<file path="src/rtl/dts_pkg.sv">
package dts_pkg;
  typedef enum logic [1:0] {
    ST_IDLE  = 2'd0,
    ST_RUN   = 2'd1,
    ST_DRAIN = 2'd2
  } seq_state_e;
endpackage

</file>
<file path="src/rtl/dts_reset_sync.sv">
module dts_reset_sync #(
  parameter int STAGES = 2
) (
  input  logic clk,
  input  logic arst_n,
  output logic rst_n_o
);
  logic [STAGES-1:0] sync_q;

  always_ff @(posedge clk or negedge arst_n) begin
    if (!arst_n) sync_q <= '0;
    else         sync_q <= {sync_q[STAGES-2:0], 1'b1};
  end

  assign rst_n_o = sync_q[STAGES-1];
endmodule

</file>
<file path="src/rtl/dts_phase_timer.sv">
module dts_phase_timer #(
  parameter int NW = 5
) (
  input  logic          clk,
  input  logic          rst_n,
  input  logic          clear,
  input  logic          run,
  input  logic [NW-1:0] n_q,
  output logic [NW-1:0] ph,
  output logic          ph_last
);
  logic [NW-1:0] ph_d;

  assign ph_last = (ph == n_q - NW'(1));

  always_comb begin
    ph_d = ph;
    if (clear)    ph_d = '0;
    else if (run) ph_d = ph_last ? '0 : ph + NW'(1);
  end

  always_ff @(posedge clk or negedge rst_n) begin
    if (!rst_n) ph <= '0;
    else        ph <= ph_d;
  end

  AST_PHASE_RANGE: assert property (@(posedge clk) disable iff (!rst_n)
    (n_q == '0) || (ph < n_q));
endmodule

</file>
<file path="src/rtl/dts_pass_tracker.sv">
module dts_pass_tracker #(
  parameter int NW = 5,
  parameter int VW = 8
) (
  input  logic          clk,
  input  logic          rst_n,
  input  logic          clear,
  input  logic          step,
  input  logic [NW-1:0] n_q,
  input  logic [VW-1:0] cnt_q,
  output logic [NW-1:0] pass,
  output logic          vec_zero,
  output logic          final_step
);
  logic [VW-1:0] vec, vec_d;
  logic [NW-1:0] pass_d;
  logic          vec_last, pass_last;

  assign vec_last   = (vec == cnt_q - VW'(1));
  assign pass_last  = (pass == n_q);
  assign vec_zero   = (vec == '0);
  assign final_step = step && vec_last && pass_last;

  always_comb begin
    vec_d  = vec;
    pass_d = pass;
    if (clear) begin
      vec_d  = '0;
      pass_d = NW'(1);
    end else if (step) begin
      if (!vec_last) begin
        vec_d = vec + VW'(1);
      end else begin
        vec_d = '0;
        if (!pass_last) pass_d = pass + NW'(1);
      end
    end
  end

  always_ff @(posedge clk or negedge rst_n) begin
    if (!rst_n) begin
      vec  <= '0;
      pass <= '0;
    end else begin
      vec  <= vec_d;
      pass <= pass_d;
    end
  end

  AST_PASS_LE_N: assert property (@(posedge clk) disable iff (!rst_n)
    pass <= n_q);
  AST_VEC_WRAP: assert property (@(posedge clk) disable iff (!rst_n)
    (step && !clear && vec_last) |=> vec_zero);
endmodule

</file>
<file path="src/rtl/dts_strobe_gen.sv">
module dts_strobe_gen #(
  parameter int NW = 5
) (
  input  logic          run,
  input  logic          drain,
  input  logic [NW-1:0] ph,
  input  logic [NW-1:0] pass,
  input  logic [NW-1:0] n_q,
  input  logic          vec_zero,
  output logic          apply_stb,
  output logic          capture_stb,
  output logic          test_clk,
  output logic          ff_clk_en
);
  logic          ph_zero, on_last_pass;
  logic [NW:0]   half;

  assign ph_zero      = (ph == '0);
  assign on_last_pass = (pass == n_q);
  assign half         = ({1'b0, n_q} + (NW+1)'(1)) >> 1;

  always_comb begin
    apply_stb   = run && ph_zero;
    capture_stb = drain ||
                  (run && !on_last_pass && (ph == pass)) ||
                  (run && on_last_pass && ph_zero && !vec_zero);
    test_clk    = run && ({1'b0, ph} < half);
    ff_clk_en   = run || drain;
  end
endmodule

</file>
<file path="src/rtl/dts_skew_seq.sv">
module dts_skew_seq #(
  parameter int MAX_N = 16,
  parameter int VW    = 8,
  localparam int NW   = $clog2(MAX_N + 1)
) (
  input  logic          clk,
  input  logic          rst_n,
  input  logic          start,
  input  logic [NW-1:0] slow_factor,
  input  logic [VW-1:0] vec_count,
  output logic          test_clk,
  output logic          ff_clk_en,
  output logic          apply_stb,
  output logic          capture_stb,
  output logic [NW-1:0] pass_idx,
  output logic          done
);
  import dts_pkg::*;

  logic          srst_n;
  seq_state_e    state_q, state_d;
  logic [NW-1:0] n_q, n_d, eff_n;
  logic [VW-1:0] cnt_q, cnt_d;
  logic          done_q, done_d;
  logic          start_ok, run, drain;
  logic [NW-1:0] ph, pass;
  logic          ph_last, vec_zero, final_step;

  dts_reset_sync #(.STAGES(2)) u_rst (
    .clk(clk), .arst_n(rst_n), .rst_n_o(srst_n)
  );

  assign eff_n    = (slow_factor > NW'(MAX_N)) ? NW'(MAX_N) : slow_factor;
  assign start_ok = start && (eff_n != '0) && (vec_count != '0);
  assign run      = (state_q == ST_RUN);
  assign drain    = (state_q == ST_DRAIN);

  always_comb begin
    state_d = state_q;
    n_d     = n_q;
    cnt_d   = cnt_q;
    done_d  = 1'b0;
    if (start_ok) begin
      state_d = ST_RUN;
      n_d     = eff_n;
      cnt_d   = vec_count;
    end else begin
      case (state_q)
        ST_RUN:   if (final_step) state_d = ST_DRAIN;
        ST_DRAIN: begin
          state_d = ST_IDLE;
          done_d  = 1'b1;
        end
        default:  state_d = ST_IDLE;
      endcase
    end
  end

  always_ff @(posedge clk or negedge srst_n) begin
    if (!srst_n) begin
      state_q <= ST_IDLE;
      n_q     <= '0;
      cnt_q   <= '0;
      done_q  <= 1'b0;
    end else begin
      state_q <= state_d;
      n_q     <= n_d;
      cnt_q   <= cnt_d;
      done_q  <= done_d;
    end
  end

  dts_phase_timer #(.NW(NW)) u_phase (
    .clk(clk), .rst_n(srst_n), .clear(start_ok), .run(run),
    .n_q(n_q), .ph(ph), .ph_last(ph_last)
  );

  dts_pass_tracker #(.NW(NW), .VW(VW)) u_pass (
    .clk(clk), .rst_n(srst_n), .clear(start_ok), .step(run && ph_last),
    .n_q(n_q), .cnt_q(cnt_q), .pass(pass), .vec_zero(vec_zero),
    .final_step(final_step)
  );

  dts_strobe_gen #(.NW(NW)) u_strobe (
    .run(run), .drain(drain), .ph(ph), .pass(pass), .n_q(n_q),
    .vec_zero(vec_zero), .apply_stb(apply_stb), .capture_stb(capture_stb),
    .test_clk(test_clk), .ff_clk_en(ff_clk_en)
  );

  assign pass_idx = pass;
  assign done     = done_q;

  AST_DONE_PULSE: assert property (@(posedge clk) disable iff (!srst_n)
    done |=> !done);
  AST_STROBE_SOLO: assert property (@(posedge clk) disable iff (!srst_n)
    (apply_stb && capture_stb) |-> (pass_idx == n_q));
  AST_APPLY_ENABLED: assert property (@(posedge clk) disable iff (!srst_n)
    (apply_stb || capture_stb) |-> ff_clk_en);
  AST_SETTINGS_HELD: assert property (@(posedge clk) disable iff (!srst_n)
    (run && !start_ok) |=> $stable(n_q) && $stable(cnt_q));
  AST_RESTART: assert property (@(posedge clk) disable iff (!srst_n)
    start_ok |=> (run && pass_idx == 1 && apply_stb));
endmodule

</file>
<file path="config.mk">
export PLATFORM = sky130hd
export DESIGN_NAME = dts_skew_seq
export DESIGN_NICKNAME = d
export VERILOG_FILES = /design/src/rtl/dts_pkg.sv /design/src/rtl/dts_reset_sync.sv /design/src/rtl/dts_phase_timer.sv /design/src/rtl/dts_pass_tracker.sv /design/src/rtl/dts_strobe_gen.sv /design/src/rtl/dts_skew_seq.sv
export SDC_FILE = /design/constraint.sdc
export NUM_CORES = 1
export LEC_CHECK = 0
export BUFFER_PORTS_ARGS = -buffer_cell sky130_fd_sc_hd__buf_2
export CORE_ASPECT_RATIO = 0.7
export CORE_MARGIN = 4
export CORE_UTILIZATION = 40
export CTS_BUF_LIST = sky130_fd_sc_hd__clkbuf_8
export CTS_CLUSTER_SIZE = 30
export DETAILED_ROUTE_END_ITERATION = 8
export PLACE_DENSITY_LB_ADDON = 0.25
export SKIP_CTS_REPAIR_TIMING = 1
export SYNTH_ARGS = -nofsm -noshare
export SYNTH_HDL_FRONTEND = slang
export SYNTH_SLANG_ARGS = --single-unit
export TNS_END_PERCENT = 5
</file>
<file path="constraint.sdc">
create_clock -name clk -period 2.6 [get_ports clk]
set_clock_uncertainty 0.05 [all_clocks]
set_input_delay 0 -clock clk [delete_from_list [all_inputs] [get_ports clk]]
set_output_delay 0 -clock clk [all_outputs]
set_load 0.01 [all_outputs]
</file>
==> impl_metrics.py <==
metrics = {
    "logic_synthesis": {
        "ys_seq_area_share_pct": 36.24,
        "netlist_instances": 281,
        "syn-num-nets": 311,
        "synth_cell_type_count": 49,
        "ys_warn_count": 0,
        "synth.avg_cell_area_sq_um": 8.847,
        "syn_area_sq_mm": 0.002486,
        "synth_top_family_by_area": "simple AND/OR/NAND/NOR gates",
        "synth_compound_area_share_pct": 14.54,
        "post-synth-top-area-cell": "dfrtp_1",
        "synth_edf_count": 0,
        "async_reset_ff_share_pct": 100.0,
        "synth-xor-area-share_pct": 10.22,
        "synth-simple-area-share_pct": 24.76,
        "synth-seq-cells": 36,
        "yosys.area.top_type_share_pct": 36.24,
        "synth_ff_type": "dfrtp_1",
        "synth_fa_ha_area_share_pct": 7.046,
        "synthTopCellsByArea": "dfrtp_1 (36%), ha_1 (7.0%), xor2_1 (6.0%)",
        "synth.mux.area_fraction_pct": 0.4529,
    },
    "sta": {
        "min_period_over_period_pct": 92.77,
        "tightest_slew_ns": 0.8014,
        "min_period_ns": 2.412,
        "relSlewSlack_pct": 46.57,
        "max_freq_mhz": 414.6,
        "slew_viol_final": 0,
        "finalSetupViolations": 0,
        "final_hold_viol_count": 0,
        "whs_ns": 0.2099,
        "finalSetupTns_ns": 0,
    },
    "floorplanning": {
        "ios": 26,
        "dieArea_sq_mm": 0.007561,
        "core_sq_mm": 0.005871,
        "dieHeight_um": 73.96,
        "initial_utilization_pct": 42.35,
        "die_w_um": 102.2,
        "num_rows": 23,
    },
    "place": {
        "port-buffer-count": 25,
        "placed_cell_area_sq_mm": 0.002708,
        "place.gp.congestion": 0.8372,
        "detailed_place_hpwl_um": 4449,
    },
    "setup_path": {
        "path_class": "reg -> reg",
        "arrival_ns": 2.56,
        "startpoint_type": "flop",
        "worstPathMaxFanout": 9,
        "worstPathRequired_ns": 2.75,
        "critPathCaptureType": "flop",
    },
    "clock_tree": {
        "cts_buffers": 5,
        "cts.sink_count": 36,
        "htreeDepth": 2,
        "clockRootBuffer": "clkbuf_8",
        "path_clk_slew_ns": 0.08,
        "cts_tree": "done",
        "cts_max_path_buffers": 2,
        "clk_latency_ns": 0.29,
    },
    "route": {
        "wl_per_cell_um": 15.08,
        "top_layer": "met4",
        "detail_route.wirelength.met1_um": 3162,
        "met2_length_um": 2388,
        "dr.pass1.iters": 4,
        "dr_total_vias": 2196,
        "ant_nets": 0,
        "met3_length_um": 478,
        "drcViolationCount": 0,
        "wirelength_um": 6094,
        "drt-vias-per-instance": 5.436,
        "drt_iter0_markers": 127,
    },
    "power": {
        "power.total_uw": 1612,
        "p_leak_uw": 0.001399,
        "power.density_mw_per_mm2": 535.3,
        "ir_worst_vdd_mv": 0.2642,
    },
    "cells_and_area": {
        "final_common_cell": "nand2_1",
        "most-common-layout-cells": "nand2_1 (39), dfrtp_1 (34), buf_2 (25)",
        "fillers": 549,
        "layout-drive-gt1-share_pct": 18.24,
        "final_area_sq_mm": 0.003010,
        "register_area_sq_um": 903.4,
        "area_growth_pct": 21.09,
        "multi_input_area_sq_mm": 0.001438,
        "fin_util_pct": 51.28,
        "fin_nets": 358,
        "antenna_cells": 0,
    },
    "outcome": {
        "status": "completed",
    },
    "global_route": {
        "grt_pass1_wl_um": 9687,
        "grt_antenna_before_repair": 0,
        "grt_max_degree": 19,
        "grt_usage_pct": 16.53,
        "grt_pass1_vias": 1975,
        "grt_overflow": 0,
    },
    "worst_hold_path": {
        "min_path_type": "in -> reg",
    },
    "flow_run": {
        "maxCapViolations": 0,
    },
}
## Yosys cell counts, drive strengths merged (6+ instances only)
| cell | number |
|---|---|
| dfrtp | 36 |
| nor3 | 9 |
| xor2 | 17 |
| clkbuf | 8 |
| nand3 | 17 |
| nand4 | 6 |
| ha | 14 |
| nand2 | 40 |
| inv | 19 |
| a21oi | 9 |
| xnor2 | 12 |
| buf | 6 |
| nor2 | 6 |
| o21ai | 21 |
| and3 | 6 |
## worst paths after layout
kind,startpoint,endpoint,slack [ns],cells after the start
worst max-delay path,n_q[1],u_pass.pass[2],0.19,8
worst min-delay path,start,u_pass.vec[7],0.21,4
worst max register to register,n_q[1],u_pass.pass[2],0.19,8
worst min register to register,u_rst.sync_q[1],cnt_q[7],0.29,0
max in group asynchronous,u_rst.sync_q[1],n_q[2],1.63,1
min in group asynchronous,u_rst.sync_q[1],cnt_q[7],0.29,0
## metrics by stage
step | cells | worst slack (ns)
2_1_floorplan | 281 | 0.3090
3_3_place_gp | 378 | 0.1645
3_5_place_dp | 378 | 0.1248
4_1_cts | 386 | 0.09725
5_1_grt | 404 | -0.01646
6_report | 404 | 0.1880
## sequential cells by signal, summed over array words and instances, names as in the netlist
name	cells
state_q	2
u_pass.vec	8
u_phase.ph	5
done	1
n_q	5
cnt_q	8
u_rst.sync_q	2
u_pass.pass	5
## critical path, cell delays in order, from the launching register on
cell      delay [ns]
dfrtp_2         0.41
inv_1           0.07
ha_1            0.20
or3_4           0.41
a31oi_4         0.29
nand2_4         0.13
nand4b_4        0.26
or3_1           0.36
a21oi_1         0.17
## kinds of logic (layout without fill, tap and decap cells)
group	count (synthesis)	after routing
buf+inv	33	81
compound gates	55	55
flops	36	36
fa+ha+maj	14	14
other cells	1	1
xor+xnor	29	29
mux	1	1
simple gates	112	112
## report_power, final
part           switching (uW)  total, uW  internal (uW)
clock network             213        497            284
logic                     233        454            222
registers                63.5        660            597
total                     509       1610           1100
## per-layer routing
metal  up-vias  global-route usage (%)
met2        67                   22.68
met1      1040                   26.24
met4         0                   4.221
li1       1085                       -
met5         -                       0
met3         4                   3.280
## area by class of cell
type | instances | area share, %
Sequential cell | 36 | 30.01
Clock inverter | 3 | 1.413
Tap cell | 75 | 3.117
Timing Repair Buffer | 54 | 13.05
Inverter | 19 | 2.369
Multi-Input combinational cell | 212 | 47.76
Clock buffer | 5 | 2.286
(Power assumes the default switching activity.)
